<file path="src/rtl/regbank_pkg.sv">
package regbank_pkg;

    // Default geometry of the bank
    localparam int unsigned RB_DATA_W = 8;
    localparam int unsigned RB_DEPTH  = 4;
    localparam int unsigned RB_SEL_W  = (RB_DEPTH > 1) ? $clog2(RB_DEPTH) : 1;

    // Symbolic names of the general-purpose registers
    typedef enum logic [RB_SEL_W-1:0] {
        RB_R0 = 2'd0,
        RB_R1 = 2'd1,
        RB_R2 = 2'd2,
        RB_R3 = 2'd3
    } rb_reg_e;

    // True when a select code names entry idx
    function automatic logic rb_hit(input logic [RB_SEL_W-1:0] sel, input int unsigned idx);
        return (int'(sel) == int'(idx));
    endfunction

endpackage

</file>
<file path="src/rtl/rb_cell.sv">
module rb_cell #(
    parameter int unsigned W = 8
) (
    input  logic         clk,
    input  logic         rst,
    input  logic         ld,
    input  logic [W-1:0] d,
    output logic [W-1:0] q
);

    always_ff @(posedge clk) begin
        if (rst)
            q <= '0;
        else if (ld)
            q <= d;
    end

    // a strobed cell holds exactly the presented data afterwards
    p_cell_load_r3: assert property (@(posedge clk) disable iff (rst)
        ld |=> (q == $past(d)));

    // an unstrobed cell keeps its contents
    p_cell_hold_r4: assert property (@(posedge clk) disable iff (rst)
        !ld |=> $stable(q));

endmodule

</file>
<file path="src/rtl/rb_wr_decode.sv">
module rb_wr_decode #(
    parameter int unsigned DEPTH = 4,
    parameter int unsigned SEL_W = 2
) (
    input  logic             clk,
    input  logic             rst,
    input  logic             en,
    input  logic [SEL_W-1:0] sel,
    output logic [DEPTH-1:0] strobe
);

    for (genvar i = 0; i < DEPTH; i++) begin : g_strb
        assign strobe[i] = en && (sel == SEL_W'(i));
    end

    // a write touches no more than one register
    p_strobe_onehot_r3: assert property (@(posedge clk) disable iff (rst)
        $onehot0(strobe));

    // nothing is strobed while the enable is low
    p_strobe_idle_r4: assert property (@(posedge clk) disable iff (rst)
        !en |-> (strobe == '0));

endmodule

</file>
<file path="src/rtl/rb_rd_mux.sv">
module rb_rd_mux #(
    parameter int unsigned W     = 8,
    parameter int unsigned DEPTH = 4,
    parameter int unsigned SEL_W = 2
) (
    input  logic [W-1:0]     regs [DEPTH],
    input  logic [SEL_W-1:0] sel,
    output logic [W-1:0]     q
);

    always_comb begin
        q = '0;
        for (int i = 0; i < DEPTH; i++) begin
            if (sel == SEL_W'(i))
                q = regs[i];
        end
    end

endmodule

</file>
<file path="src/rtl/regbank2r1w.sv">
module regbank2r1w
    import regbank_pkg::*;
#(
    parameter int unsigned DATA_W = RB_DATA_W,
    parameter int unsigned DEPTH  = RB_DEPTH,
    localparam int unsigned SEL_W = (DEPTH > 1) ? $clog2(DEPTH) : 1
) (
    input  logic              clk,
    input  logic              rst,
    input  logic [SEL_W-1:0]  dst_sel,
    input  logic [SEL_W-1:0]  src_sel,
    input  logic [DATA_W-1:0] wr_val,
    input  logic              wr_en,
    output logic [DATA_W-1:0] rd_dst_val,
    output logic [DATA_W-1:0] rd_src_val
);

    logic [DEPTH-1:0]  ld_strobe;
    logic [DATA_W-1:0] bank [DEPTH];

    rb_wr_decode #(.DEPTH(DEPTH), .SEL_W(SEL_W)) u_dec (
        .clk    (clk),
        .rst    (rst),
        .en     (wr_en),
        .sel    (dst_sel),
        .strobe (ld_strobe)
    );

    for (genvar i = 0; i < DEPTH; i++) begin : g_reg
        rb_cell #(.W(DATA_W)) u_cell (
            .clk (clk),
            .rst (rst),
            .ld  (ld_strobe[i]),
            .d   (wr_val),
            .q   (bank[i])
        );
    end

    rb_rd_mux #(.W(DATA_W), .DEPTH(DEPTH), .SEL_W(SEL_W)) u_rd_dst (
        .regs (bank),
        .sel  (dst_sel),
        .q    (rd_dst_val)
    );

    rb_rd_mux #(.W(DATA_W), .DEPTH(DEPTH), .SEL_W(SEL_W)) u_rd_src (
        .regs (bank),
        .sel  (src_sel),
        .q    (rd_src_val)
    );

    // after a reset edge both ports read zero
    p_reset_clears_r5: assert property (@(posedge clk)
        rst |=> (rd_dst_val == '0 && rd_src_val == '0));

    // equal selects give equal data on both ports
    p_ports_agree_r2: assert property (@(posedge clk) disable iff (rst)
        (dst_sel == src_sel) |-> (rd_dst_val == rd_src_val));

    // the written value appears on port A once the edge has passed
    p_write_visible_r3: assert property (@(posedge clk) disable iff (rst)
        wr_en ##1 $stable(dst_sel) |-> (rd_dst_val == $past(wr_val)));

    // no write and a steady select keep port A steady
    p_rd_hold_r4: assert property (@(posedge clk) disable iff (rst)
        !wr_en ##1 $stable(dst_sel) |-> $stable(rd_dst_val));

endmodule

</file>
<file path="config.mk">
export PLATFORM = sky130hd
export DESIGN_NAME = regbank2r1w
export DESIGN_NICKNAME = d
export VERILOG_FILES = /design/src/rtl/regbank_pkg.sv /design/src/rtl/rb_cell.sv /design/src/rtl/rb_wr_decode.sv /design/src/rtl/rb_rd_mux.sv /design/src/rtl/regbank2r1w.sv
export SDC_FILE = /design/constraint.sdc
export NUM_CORES = 1
export LEC_CHECK = 0
export BUFFER_PORTS_ARGS = -buffer_cell sky130_fd_sc_hd__clkbuf_2
export CAP_MARGIN = 20
export CORE_ASPECT_RATIO = 0.7
export CORE_MARGIN = 1
export CORE_UTILIZATION = 30
export CTS_BUF_LIST = sky130_fd_sc_hd__clkbuf_8
export DETAILED_ROUTE_END_ITERATION = 8
export PLACE_DENSITY = 0.54
export SLEW_MARGIN = 20
export SYNTH_ARGS = -nofsm -noshare
export SYNTH_HDL_FRONTEND = slang
export SYNTH_HIERARCHICAL = 1
export SYNTH_SLANG_ARGS = --single-unit
export TNS_END_PERCENT = 5
</file>
<file path="constraint.sdc">
create_clock -name clk -period 1.3 [get_ports clk]
set_input_delay 0.195 -clock clk [delete_from_list [all_inputs] [get_ports clk]]
set_output_delay 0.195 -clock clk [all_outputs]
set_load 0.02 [all_outputs]
</file>
==> impl_metrics.yaml <==
synth:
  syn_area_mm2: 0.00157
  synth_top_family_by_area: "multiplexers"
  yosys_register_bits: 32
  ys_warn_count: 6
  synthXorXnorAreaFrac: 0
  synth_area_leader_cell: "dfxtp_1"
  synth_compound_area_frac: 0
  synthSimpleGateAreaFrac: 0.100
  synth.avg_cell_area_um2: 12.3
  synthMuxAreaShare: 0.433
  synth_top_cells_by_area: "dfxtp_1 (41%), mux4_2 (23%), mux2i_1 (20%)"
  netlist-cell-type-count: 10
  ys.flop_type: "dfxtp_1"
  async_reset_ff_frac: 0
  yosys-top-cells-count: "dfxtp_1 (32), mux2i_1 (32), nor2_1 (32)"
  synth_edf_count: 0
  yosysSeqAreaShare: 0.408
  syn_inst: 128
  yosysTopAreaCellShare: 0.408
  yosys.area_share.adder: 0
  syn_nets: 143
floorplanning:
  start_util: 0.320
  die_x_um: 88.5
  die_area_mm2: 0.00554
  rows: 21
  die_h_um: 62.6
  ioPinCount: 31
  core-area_mm2: 0.00491
power:
  leakagePower_uw: 0.000793
  finalPower_uw: 2030
  ir_worst_vdd_uv: 473
  pwr_density_cell_mw_per_mm2: 1030
final_layout:
  n_antenna_cell: 0
  largest_registers: "g.u_cell/q: 32 flops"
  finalNonFillerCells: 236
  top_register: "g.u_cell/q"
  largest_reg_flops: 32
  area_growth_pct: 25.0
  num-nets-final: 184
  layout-drive-gt1-share: 0.443
route:
  vias: 1127
  dr.pass1.iters: 4
  routedWlPerCell_um: 15.8
  antenna_left: 0
  via_per_inst: 4.78
  wl_um: 3730
  drc_errors: 0
  drtIter0Drc: 34
cts:
  cts_tree: "yes"
  root_buffer: "clkbuf_8"
  postCtsHoldBufs: 0
  cts_made_buffers: 5
  cts_num_sinks: 32
  insertion_delay_ps: 280
  clk_path_buf_depth: 2
  path_clk_slew_ps: 60
  htree_levels: 2
placement:
  globalplace.congestion: 0.736
  post-place-ws_ps: -36.3
  io_buffer_count: 30
  placed_cells: 230
  place_hpwl_um: 2640
timing:
  fin_ws_ps: -144
  setup_viol: 16
  holdWs_ps: 215
  fin_tns_setup_ps: -2050
  post-route-period-util: 1.11
  grt_setup_unrepaired: "true"
  hold_violations: 0
  max_slew_margin: 0.782
  fin_worst_skew_ps: 0
  final_max_slew_viol_count: 0
  worst_pin_slew_ps: 328
  period_minus_slack_ps: 1440
  max_freq_ghz: 0.693
worst_setup_path:
  crit_required_ps: 1110
  cp.arrival_ps: 1250
  endpoint_kind: "primary output"
  cp_slowest_stage_delay_ps: 490
  crit_slowest_cell: "mux4_2"
  critPathMaxFanout: 3
  worstSetupPathType: "reg2out"
  path_cells: "mux4_2 > buf_6"
  start_kind: "flop"
grt:
  grt_first_pass_wirelength_um: 6050
  grt_antenna_before_repair: 0
  grt-ovfl-total: 0
  gr-usage-all-layers: 0.150
  first_global_vias: 1220
  grt_max_degree: 33
min_path:
  hp-class: "in2reg"
status:
  status: "finished, violations left"
  failed_checks: "negative setup slack"
run:
  max-cap-violations: 0
==> repair_timing <==
action,CTS,global route
endpoints found under the setup margin,16,16
gates resized for setup,4,20
hold endpoints to repair,0,0
setup buffers,1,0
==> layout by cell type, fill, tap and decap left out <==
| cell | instances |
|---|---|
| dfxtp_2 | 5 |
| and3_2 | 1 |
| buf_4 | 14 |
| clkbuf_2 | 19 |
| and3b_1 | 2 |
| buf_2 | 7 |
| mux2i_1 | 32 |
| clkbuf_8 | 5 |
| buf_6 | 3 |
| buf_12 | 2 |
| nor3b_2 | 1 |
| mux4_2 | 16 |
| nor2_1 | 32 |
| dfxtp_1 | 27 |
| buf_8 | 1 |
==> final cells by class <==
cell class,count,area [µm²]
Clock buffer,5,68.8
Fill cell,491,2950
Sequential cell,32,647
Timing Repair Buffer,46,324
Tap cell,69,86.3
Multi-Input combinational cell,84,838
==> kinds of logic (layout without fill, tap and decap cells) <==
logic type    count (synthesis)  in the layout
buf+inv                      12             51
mux                          48             48
flops                        32             32
simple gates                 36             36
==> worst max-delay path, delay by kind of cell (launching register included) <==
family / cells / cell delay, ps
mux: 1 / 490
buf+inv: 1 / 150
flops: 1 / 330
==> metrics by stage <==
step / utilization / cell area (µm²)
floorplan: - / 1570
global placement: 0.377 / 1850
detailed placement: 0.377 / 1850
CTS: 0.395 / 1940
global route: 0.400 / 1960
finish: 0.400 / 1960
==> report_power, final <==
| group | internal (µW) | switching, µW | total (µW) |
|---|---|---|---|
| registers | 1020 | 23.8 | 1040 |
| clock network | 344 | 329 | 673 |
| logic | 159 | 158 | 317 |
| total | 1520 | 511 | 2030 |
==> layer usage <==
layer / wire length, µm / up-vias / global-route usage
li1: - / 539 / -
met1: 1700 / 545 / 0.184
met2: 1790 / 35 / 0.239
met3: 179 / 8 / 0.0502
met4: 70 / 0 / 0.0645
met5: 0 / - / 0
==> final timing paths <==
kind                                      startpoint              endpoint  slack [ps]  cells past startpoint
worst max-delay path            g_reg[3].u_cell/q[6]         rd_src_val[6]        -140                      2
worst min-delay path                       wr_val[1]  g_reg[2].u_cell/q[1]         210                      3
worst max register to register  g_reg[3].u_cell/q[5]  g_reg[3].u_cell/q[5]         560                      3
worst min register to register  g_reg[3].u_cell/q[6]  g_reg[3].u_cell/q[6]         520                      2
Power figures use the tool's default switching activity.
